`config.mk`:
```
export PLATFORM = sky130hd
export DESIGN_NAME = tile_quad_extractor
export DESIGN_NICKNAME = d
export VERILOG_FILES = /design/src/rtl/tqe_pkg.sv /design/src/rtl/tqe_first_one.sv /design/src/rtl/tqe_group_sel.sv /design/src/rtl/tile_quad_extractor.sv
export SDC_FILE = /design/constraint.sdc
export NUM_CORES = 1
export LEC_CHECK = 0
export BUFFER_PORTS_ARGS = -buffer_cell sky130_fd_sc_hd__buf_2
export CAP_MARGIN = 40
export CORE_MARGIN = 2
export CORE_UTILIZATION = 46
export CTS_BUF_LIST = sky130_fd_sc_hd__clkbuf_4 sky130_fd_sc_hd__clkbuf_8
export DETAILED_ROUTE_END_ITERATION = 8
export GPL_ROUTABILITY_DRIVEN = 0
export REMOVE_ABC_BUFFERS = 1
export SYNTH_ARGS = -nofsm -noshare
export SYNTH_HDL_FRONTEND = slang
export SYNTH_HIERARCHICAL = 1
export SYNTH_SLANG_ARGS = --single-unit
```
`constraint.sdc`:
```
create_clock -name clk -period 5.6 [get_ports clk]
set_input_delay 1.12 -clock clk [delete_from_list [all_inputs] [get_ports clk]]
set_output_delay 1.12 -clock clk [all_outputs]
set_load 0.005 [all_outputs]
```
`src/rtl/tqe_pkg.sv`:
```
package tqe_pkg;
  localparam int QUAD_PIX  = 4;                      // pixels per 2x2 quad
  localparam int QUAD_SEL  = 4;                      // quads per group word
  localparam int WORD_W    = QUAD_PIX * QUAD_SEL;    // bits per group word
  localparam int QIDX_W    = $clog2(QUAD_SEL);

  // Nonzero flag of every quad in one group word.
  function automatic logic [QUAD_SEL-1:0] quad_nz_vec(input logic [WORD_W-1:0] w);
    logic [QUAD_SEL-1:0] r;
    for (int q = 0; q < QUAD_SEL; q++) r[q] = |w[q*QUAD_PIX +: QUAD_PIX];
    return r;
  endfunction

  // Extract one quad from a group word.
  function automatic logic [QUAD_PIX-1:0] quad_of(input logic [WORD_W-1:0] w,
                                                  input logic [QIDX_W-1:0] q);
    return w[q*QUAD_PIX +: QUAD_PIX];
  endfunction
endpackage

```
`src/rtl/tqe_first_one.sv`:
```
module tqe_first_one #(
  parameter int N  = 4,
  localparam int IW = (N > 1) ? $clog2(N) : 1
) (
  input  logic [N-1:0]  req_i,
  output logic [IW-1:0] idx_o,
  output logic          any_o
);
  always_comb begin
    idx_o = '0;
    for (int i = N - 1; i >= 0; i--) begin
      if (req_i[i]) idx_o = IW'(i);
    end
    any_o = |req_i;
  end

  // the chosen index is set and nothing below it is set.
  logic [N-1:0] below_mask;
  assign below_mask = (N'(1) << idx_o) - N'(1);
  always_comb begin
    if (any_o) begin
      a_r4_lowest_first : assert (req_i[idx_o] && ((req_i & below_mask) == '0));
    end
  end
endmodule

```
`src/rtl/tqe_group_sel.sv`:
```
module tqe_group_sel
  import tqe_pkg::*;
(
  input  logic [WORD_W-1:0] word_i,
  output logic [QIDX_W-1:0] qidx_o,
  output logic              nz_o
);
  logic [QUAD_SEL-1:0] qnz;
  assign qnz = quad_nz_vec(word_i);

  tqe_first_one #(.N(QUAD_SEL)) i_quad_prio (
    .req_i (qnz),
    .idx_o (qidx_o),
    .any_o (nz_o)
  );
endmodule

```
`src/rtl/tile_quad_extractor.sv`:
```
module tile_quad_extractor
  import tqe_pkg::*;
#(
  parameter int BLK_W = 3,
  parameter int GRP_W = 2,
  localparam int ADDR_W    = BLK_W + GRP_W,
  localparam int NUM_WORDS = 1 << ADDR_W
) (
  input  logic                 clk,
  input  logic                 rst_n,
  input  logic                 clr_i,
  input  logic                 wr_en_i,
  input  logic [ADDR_W-1:0]    wr_addr_i,
  input  logic [WORD_W-1:0]    wr_data_i,
  input  logic                 get_i,
  output logic [QUAD_PIX-1:0]  quad_o,
  output logic [BLK_W-1:0]     blk_o,
  output logic [GRP_W-1:0]     grp_o,
  output logic [QIDX_W-1:0]    qd_o,
  output logic                 quad_vld_o,
  output logic                 more_left_o
);
  logic [WORD_W-1:0] mask_q [NUM_WORDS];

  // Per-group priority search.
  logic [NUM_WORDS-1:0] grp_nz;
  logic [QIDX_W-1:0]    grp_qidx [NUM_WORDS];
  logic [NUM_WORDS*WORD_W-1:0] mask_flat;

  for (genvar w = 0; w < NUM_WORDS; w++) begin : g_grp
    tqe_group_sel i_grp (
      .word_i (mask_q[w]),
      .qidx_o (grp_qidx[w]),
      .nz_o   (grp_nz[w])
    );
    assign mask_flat[w*WORD_W +: WORD_W] = mask_q[w];
  end

  // Global priority search across groups.
  logic [ADDR_W-1:0]   win_w;
  logic                any_left;
  tqe_first_one #(.N(NUM_WORDS)) i_glob_prio (
    .req_i (grp_nz),
    .idx_o (win_w),
    .any_o (any_left)
  );

  // Named internal events.
  logic [QIDX_W-1:0]   win_q;
  logic [QUAD_PIX-1:0] win_quad;
  logic                take;
  assign win_q    = grp_qidx[win_w];
  assign win_quad = quad_of(mask_q[win_w], win_q);
  assign take     = get_i && !wr_en_i && !clr_i && any_left;

  always_ff @(posedge clk) begin
    if (!rst_n) begin
      for (int w = 0; w < NUM_WORDS; w++) mask_q[w] <= '0;
    end else if (clr_i) begin
      for (int w = 0; w < NUM_WORDS; w++) mask_q[w] <= '0;
    end else if (wr_en_i) begin
      mask_q[wr_addr_i] <= wr_data_i;
    end else if (take) begin
      mask_q[win_w][win_q*QUAD_PIX +: QUAD_PIX] <= '0;
    end
  end

  always_ff @(posedge clk) begin
    if (!rst_n) begin
      quad_vld_o <= 1'b0;
      quad_o     <= '0;
      blk_o      <= '0;
      grp_o      <= '0;
      qd_o       <= '0;
    end else begin
      quad_vld_o <= take;
      if (take) begin
        quad_o <= win_quad;
        blk_o  <= win_w[ADDR_W-1:GRP_W];
        grp_o  <= win_w[GRP_W-1:0];
        qd_o   <= win_q;
      end
    end
  end

  assign more_left_o = any_left;

  // Assertions
  a_r4_vld_after_req : assert property (@(posedge clk) disable iff (!rst_n)
    quad_vld_o |-> $past(get_i));
  a_r4_vld_nonzero : assert property (@(posedge clk) disable iff (!rst_n)
    quad_vld_o |-> (quad_o != '0));
  a_r5_bits_removed : assert property (@(posedge clk) disable iff (!rst_n)
    take |=> ($countones(mask_flat) == $past($countones(mask_flat)) - $countones($past(win_quad))));
  a_r7_clear_empties : assert property (@(posedge clk) disable iff (!rst_n)
    clr_i |=> !more_left_o);
  a_r8_write_blocks_req : assert property (@(posedge clk) disable iff (!rst_n)
    (wr_en_i || clr_i) |=> !quad_vld_o);
  a_r3_flag_matches_mask : assert property (@(posedge clk) disable iff (!rst_n)
    more_left_o == (mask_flat != '0));
endmodule

```
==> qor.log, run 1 <==
INFO  setup_path     worstSetupEndpointType=flip-flop
INFO  synth          ys_warn_count=6
INFO  clocking       cts-buffers-inserted=86
INFO  synth          synth_area_per_cell=11.6squm
INFO  clocking       clkSinkCount=524
INFO  worst_hold_path timing.hold.worst.class=reg2reg
INFO  sta            grt_setup_unrepaired=yes
INFO  sta            hold_viol=0
INFO  grt            global_route.overflow_total=0
INFO  setup_path     startpoint_of_the_worst_setup_timing_path=mask_q[19][5]
INFO  place          place.detailed.hpwl=57,900microns
INFO  route          post_drt_wl_per_cell=25.6microns
INFO  sta            totalNegativeSetupSlack=0ns
INFO  layout         n_fill_cell=5,001
INFO  power          leakage_power_total=0.0102uW
INFO  sta            timing.final.max_slew_violations=0
INFO  setup_path     reg2reg_from=mask_q[19][5]
INFO  route          routed-via-count=19,900
INFO  sta            finalCriticalPeriod=5.43ns
INFO  synth          synth-edff-count=512
INFO  layout         syn2layout_area_growth=11.6%
INFO  synth          yosys_register_bits=524
INFO  setup_path     critPathLaunchType=flip-flop
INFO  sta            slew_headroom=46.6%
INFO  power          power.ir.vdd_worst=0.164mV
INFO  route          drc=0
INFO  grt            all_layer_global_routing_usage=27.3%
INFO  die            num_rows=88
INFO  synth          ys_dominant_reg_cell=edfxtp_1
INFO  layout         design.final.nets=2,409
INFO  clocking       clock_insertion_delay_worst_skew=0.70ns
INFO  route          detail_route.vias_per_cell=6.20
INFO  sta            fin_worst_skew=0.0302ns
INFO  layout         post_layout_nonfiller_instances=3,210
INFO  route          detail-route-antenna-nets=0
INFO  die            chipHeight=247microns
INFO  place          place_inst=3,059
INFO  route          routed_wirelength=82,300microns
INFO  die            dieArea=60,800squm
INFO  die            design.core.area=57,900squm
INFO  flow_run       cap_violations=0
INFO  setup_path     cp_data_arrival_time=6.03ns
INFO  clocking       tritoncts_clock_tree=done
INFO  place          io_buffer_count=38
INFO  setup_path     data_required_time_at_the_worst_endpoint=6.19ns
INFO  layout         layout-drive-gt1-share=20.0%
INFO  worst_hold_path hold_path.startpoint=blk_o[1]
INFO  synth          syn_area=27,100squm
INFO  sta            finalSetupViolations=0
INFO  synth          synth_cell_type_count=60
INFO  clocking       cts-htree-levels=3
INFO  layout         layout.cells.most_common=nor2_1
INFO  sta            timing_worst_slew_pin_value=0.799ns
INFO  setup_path     critical_path_peak_fanout=40
INFO  run_status     status=finished clean
INFO  setup_path     timing.setup.critical_path_class=reg2reg
INFO  die            die_x=247microns
INFO  layout         final_util=52.1%
INFO  grt            antenna_violations_before_repair=4
INFO  sta            clock.fmax=184MHz
INFO  grt            grt_start_max_net_pins=51
INFO  power          power.density_cell_area=283nW/um^2
INFO  sta            fin_crit_sh=97.0%
INFO  die            floorplan.initialDensity=46.7%
INFO  clocking       clockRootBuffer=clkbuf_8
INFO  layout         layout_common_cells=nor2_1, edfxtp_1, mux2i_1, or4_1, buf_4
INFO  clocking       clkTransAtPathRegs=0.06ns
INFO  synth          synthesis.instances=2,328
INFO  route          drtPass1Iterations=5
INFO  route          drt_iter0_markers=2,355
INFO  synth          ys_seq_area_share=57.7%
INFO  die            pin_count=39
INFO  synth          ys_async_sr_fraction=0%
INFO  power          post-layout-total-power=8540uW
INFO  grt            grt_pass1_wl=121,000microns
INFO  grt            first_global_vias=19,500
INFO  clocking       clockBufferDepth=3
metrics by stage:
| stage | cell area, sq um | setup slack [ns] | hold WS (ns) |
|---|---|---|---|
| final | 30200 | 0.167 | 0.464 |
| after detailed placement | 28400 | 0.0761 | 0.461 |
| after global placement | 28400 | 0.167 | 0.445 |
| after CTS | 30100 | 0.0239 | 0.469 |
| after floorplan | 26000 | -26.73 | 0.460 |
| after global routing | 30200 | -0.0645 | 0.508 |
path summary, 6_finish.rpt:
kind	to	slack [ns]	cells past startpoint
setup reg to reg	quad_o[2]	0.17	15
setup / recovery	quad_o[2]	0.17	15
hold / removal	blk_o[1]	0.46	2
hold reg to reg	blk_o[1]	0.46	2
area by class of cell:
type	count	area [sq um]	share of cell area, %
clock inverter	33	198	0.655
timing repair buffer	175	1360	4.49
multi-input combinational	1555	10500	34.7
sequential	524	15600	51.7
tap	765	957	3.17
clock buffer	116	1450	4.79
inverter	41	154	0.510
antenna	1	2.50	0.00829
synthesized netlist by cell type, types with 25 or more instances:
| library cell | instances | area, sq um |
|---|---|---|
| a221oi_1 | 62 | 543 |
| nand2_1 | 98 | 368 |
| or4_1 | 130 | 976 |
| nand2b_1 | 43 | 269 |
| o21ai_0 | 62 | 310 |
| mux4_2 | 68 | 1530 |
| inv_1 | 40 | 150 |
| a21oi_2 | 32 | 280 |
| nor2_1 | 594 | 2230 |
| mux2i_1 | 136 | 1360 |
| edfxtp_1 | 512 | 15400 |
| clkbuf_1 | 164 | 616 |
| buf_6 | 25 | 282 |
| nor3_1 | 48 | 240 |
| o21ai_1 | 85 | 425 |
sequential cells by signal, summed over array words and instances (netlist names):
signal      cells
quad_vld_o      1
quad_o          4
qd_o            2
mask_q        512
grp_o           2
blk_o           3
layer usage:
metal | vias up | share of wire (%) | GRT usage (%)
li1 | 8824 | - | -
met1 | 9850 | 41 | 37.9
met2 | 1060 | 45 | 42.5
met3 | 163 | 10 | 5.58
met4 | 6 | 3.1 | 10.1
met5 | - | 0.047 | 0
what timing repair did:
item,4_1_cts,5_1_grt
gates resized for setup,0,61
hold buffers,0,0
setup endpoints to repair,0,488
buffers inserted,0,1
critical path: stages, from the launching register on:
cell,delay (ns)
edfxtp_1,0.41
or4_1,0.66
nor2_1,0.14
nand2_1,0.18
or4_4,0.61
o21ai_1,0.15
nand2_1,0.11
a21boi_4,0.67
nor2b_4,0.50
buf_4,0.50
a221oi_1,0.30
o21ai_0,0.26
nand3_1,0.21
o21ai_0,0.17
o211ai_1,0.13
a31o_2,0.27
power by group:
| group | switching (uW) | internal [uW] | total, uW | leakage [uW] |
|---|---|---|---|---|
| Combinational | 481 | 257 | 738 | 0.00350 |
| Sequential | 84.3 | 4450 | 4540 | 0.00583 |
| Clock | 1540 | 1720 | 3270 | 0.000873 |
cell families after synthesis:
kind of cell	synth area share (%)
buffers and inverters	4.33
AOI/OAI and AO/OA	8.72
DFF	57.7
and+or+nand+nor	17.1
muxes	12.2
No activity file was read; power rests on OpenSTA's default activity.
==> run 2: changes to the inputs <==
--- a/config.mk
+++ b/config.mk
@@ -7,12 +7,16 @@
 export LEC_CHECK = 0
 export BUFFER_PORTS_ARGS = -buffer_cell sky130_fd_sc_hd__buf_2
 export CAP_MARGIN = 40
+export CELL_PAD_IN_SITES_DETAIL_PLACEMENT = 1
+export CELL_PAD_IN_SITES_GLOBAL_PLACEMENT = 1
 export CORE_MARGIN = 2
 export CORE_UTILIZATION = 46
 export CTS_BUF_LIST = sky130_fd_sc_hd__clkbuf_4 sky130_fd_sc_hd__clkbuf_8
 export DETAILED_ROUTE_END_ITERATION = 8
 export GPL_ROUTABILITY_DRIVEN = 0
+export PLACE_DENSITY_LB_ADDON = 0.1
 export REMOVE_ABC_BUFFERS = 1
+export SLEW_MARGIN = 20
 export SYNTH_ARGS = -nofsm -noshare
 export SYNTH_HDL_FRONTEND = slang
 export SYNTH_HIERARCHICAL = 1
==> run 2 against run 1 <==
Effect of this change: total power is 2.2% higher; cell count is 0.44% higher; core utilization is 0.33 points higher; die area stayed put; largest power group unchanged; wire length is 12% higher; clock-buffer cell count is 12 higher.
==> qor.log, run 2 (synthesized netlist as in run 1, its figures left out) <==
INFO  worst_hold_path timing.hold.worst.class=reg2reg
INFO  die            die_x=247microns [unchanged]
INFO  place          place.detailed.hpwl=64,600microns [+12%]
INFO  die            num_rows=88 [unchanged]
INFO  route          drtPass1Iterations=6 [+1]
INFO  die            floorplan.initialDensity=46.7% [unchanged]
INFO  layout         design.final.nets=2,415 [+0.25%]
INFO  flow_run       cap_violations=0 [unchanged]
INFO  sta            clock.fmax=181MHz [-1.9%]
INFO  layout         largest_register_ffs=512 [unchanged]
INFO  grt            grt_start_max_net_pins=66 [+29%]
INFO  clocking       cts-htree-levels=3 [unchanged]
INFO  route          detail-route-antenna-nets=0 [unchanged]
INFO  die            dieArea=60,800squm [unchanged]
INFO  clocking       clock_insertion_delay_worst_skew=0.69ns [about the same]
INFO  clocking       tritoncts_clock_tree=done
INFO  clocking       cts_hold_buf=0 [unchanged]
INFO  power          power.density_cell_area=287nW/um^2 [+1.6%]
INFO  layout         post_layout_nonfiller_instances=3,224 [+0.44%]
INFO  setup_path     timing.setup.critical_path_class=reg2reg
INFO  layout         top_regs=mask_q: 512 flops, quad_o: 4 flops, blk_o: 3 flops
INFO  layout         layout-drive-gt1-share=21.3% [+1.3 points]
INFO  setup_path     worst-r2r-cell-count=16 [+1]
INFO  route          post_drt_wl_per_cell=28.6microns [+11%]
INFO  sta            grt_setup_unrepaired=yes
INFO  power          leakage_power_total=0.0102uW [+0.42%]
INFO  grt            antenna_violations_before_repair=4 [unchanged]
INFO  layout         layout.cells.most_common=nor2_1
INFO  layout         postLayoutCellArea=30,400squm [+0.63%]
INFO  run_status     status=finished clean
INFO  grt            global_route.overflow_total=0 [unchanged]
INFO  worst_hold_path worst_hold_path.num_cells=2 [unchanged]
INFO  clocking       clockRootBuffer=clkbuf_8
INFO  place          placement.cell_area=28,300squm [-0.32%]
INFO  layout         syn2layout_area_growth=12.3%
INFO  route          routed-via-count=20,300 [+2.2%]
INFO  route          drt_iter0_markers=2,240 [-4.9%]
INFO  layout         largest-register=mask_q
INFO  setup_path     cpMaxStageDelayCell=a21boi_4
INFO  layout         final_util=52.5% [+0.33 points]
INFO  clocking       clkTransAtPathRegs=0.07ns [about the same]
INFO  die            pin_count=39 [unchanged]
INFO  layout         layout_common_cells=nor2_1, edfxtp_1, mux2i_1, or4_1, buf_4
INFO  sta            finalSetupViolations=0 [unchanged]
INFO  setup_path     cp_data_arrival_time=6.12ns [+0.09 ns]
INFO  clocking       clkSinkCount=524 [unchanged]
INFO  setup_path     worstSetupEndpointType=flip-flop
INFO  sta            hold_viol=0 [unchanged]
INFO  die            chipHeight=247microns [unchanged]
INFO  route          detail_route.vias_per_cell=6.31 [+1.7%]
INFO  setup_path     reg2reg_from=mask_q[19][9]
INFO  die            design.core.area=57,900squm [unchanged]
INFO  setup_path     path_cells=or4_1, nor2_1, nand2_1, or4_4, o21ai_1, nand2_1, a21boi_4, nor2b_4, buf_4, buf_4, a221oi_1, o21ai_0, nand3_1, o211ai_1, o211ai_1, a31o_2
INFO  place          io_buffer_count=38 [unchanged]
INFO  worst_hold_path timing.hold.worst_endpoint=blk_o[1]
INFO  power          power.ir.vdd_worst=0.149mV [-9.3%]
INFO  setup_path     critPathLaunchType=flip-flop
INFO  sta            finalCriticalPeriod=5.54ns [+0.105 ns]
INFO  sta            slew_headroom=45.2% [-1.3 points]
INFO  setup_path     critical_path_peak_fanout=33 [-18%]
INFO  grt            first_global_vias=20,600 [+5.8%]
INFO  grt            all_layer_global_routing_usage=30.2% [+2.9 points]
INFO  layout         n_fill_cell=6,094 [+22%]
INFO  clocking       clockBufferDepth=3 [unchanged]
INFO  setup_path     setup_slack_reg_to_reg=0.06ns [-0.11 ns]
INFO  setup_path     max_stage_delay=0.65ns [-0.02 ns]
INFO  worst_hold_path hold_path.startpoint=blk_o[1]
INFO  route          routed_wirelength=92,100microns [+12%]
INFO  clocking       cts-buffers-inserted=92 [+7.0%]
INFO  place          place_inst=3,054 [-0.16%]
INFO  grt            grt_pass1_wl=133,000microns [+9.8%]
INFO  route          drc=0 [unchanged]
INFO  sta            timing_worst_slew_pin_value=0.822ns [+0.0221 ns]
INFO  sta            timing.final.max_slew_violations=0 [unchanged]
INFO  sta            fin_crit_sh=98.9% [+1.9 points]
INFO  sta            fin_worst_skew=0.0282ns [-0.00199 ns]
INFO  setup_path     data_required_time_at_the_worst_endpoint=6.18ns [about the same]
INFO  setup_path     critical_path.reg2reg.endpoint=quad_o[2]
## run 2: cell count changes in the layout (fill, tap and decap cells not counted), moves of 5 or more
cell      before  now
clkbuf_4      24   29
clkbuf_8      92   99
clkinv_1      15   22
a221oi_2       0   10
a221oi_1      61   51
mux4_2        68   74
mux4_1        12    6
## run 2: cell type report
| cell class | count | area (sq um) | share of cell area (%) |
|---|---|---|---|
| antenna | 1 | 2.50 | 0.00823 |
| clock buffer | 128 | 1580 | 5.20 |
| clock inverter | 35 | 161 | 0.531 |
| inverter | 41 | 154 | 0.506 |
| multi-input combinational | 1555 | 10600 | 34.8 |
| sequential | 524 | 15600 | 51.4 |
| tap | 765 | 957 | 3.15 |
| timing repair buffer | 175 | 1360 | 4.48 |
## run 2: worst max-delay path: cells and delay by family, from the launching register on
kind	cells	cell delay (ns)
AO/OA/AOI/OAI	7	1.80
AND/OR/NAND/NOR	7	2.42
flip-flops	1	0.39
buffers and inverters	2	0.77
## run 2: worst max-delay path by stage
stage / startpoint / endpoint / slack [ns] / depth (start not counted)
floorplan: mask_q[28][1] / mask_q[0][0] / -26.73 / 14
global placement: mask_q[28][9] / mask_q[6][6] / -0.08 / 17
detailed placement: mask_q[28][9] / mask_q[6][7] / -0.15 / 17
CTS: mask_q[28][9] / mask_q[11][15] / 0.01 / 17
global route: mask_q[4][9] / mask_q[29][6] / -0.05 / 17
finish: mask_q[19][9] / quad_o[2] / 0.06 / 16
## run 2: power by group
part | internal [uW] | total [uW] | switching [uW]
clock network | 1810 | 3410 | 1590
logic | 262 | 785 | 523
registers | 4450 | 4540 | 86.8
## run 2: metal layers
metal | GRT usage [%] | routed length [microns]
met1 | 42.2 | 38900
met2 | 46.8 | 41500
met3 | 5.73 | 8570
met4 | 11.3 | 3180
met5 | 0 | 0
## run 2: metrics by stage
step / setup TNS (ns) / hold WS, ns / setup slack, ns / total power [uW]
finish: 0 / 0.463 / 0.0614 / 8730
CTS: 0 / 0.464 / 0.00966 / 8740
detailed placement: -22.13 / 0.457 / -0.153 / 5360
global route: -1.78 / 0.484 / -0.0467 / 9000
global placement: -4.02 / 0.449 / -0.0752 / 5330
floorplan: - / 0.460 / -26.73 / 5100
## run 2: timing repair
item,CTS,global route
setup endpoints to repair,451,483
setup buffers,0,3
resized for setup,5,91
gates cloned,0,2
pin swaps,0,5
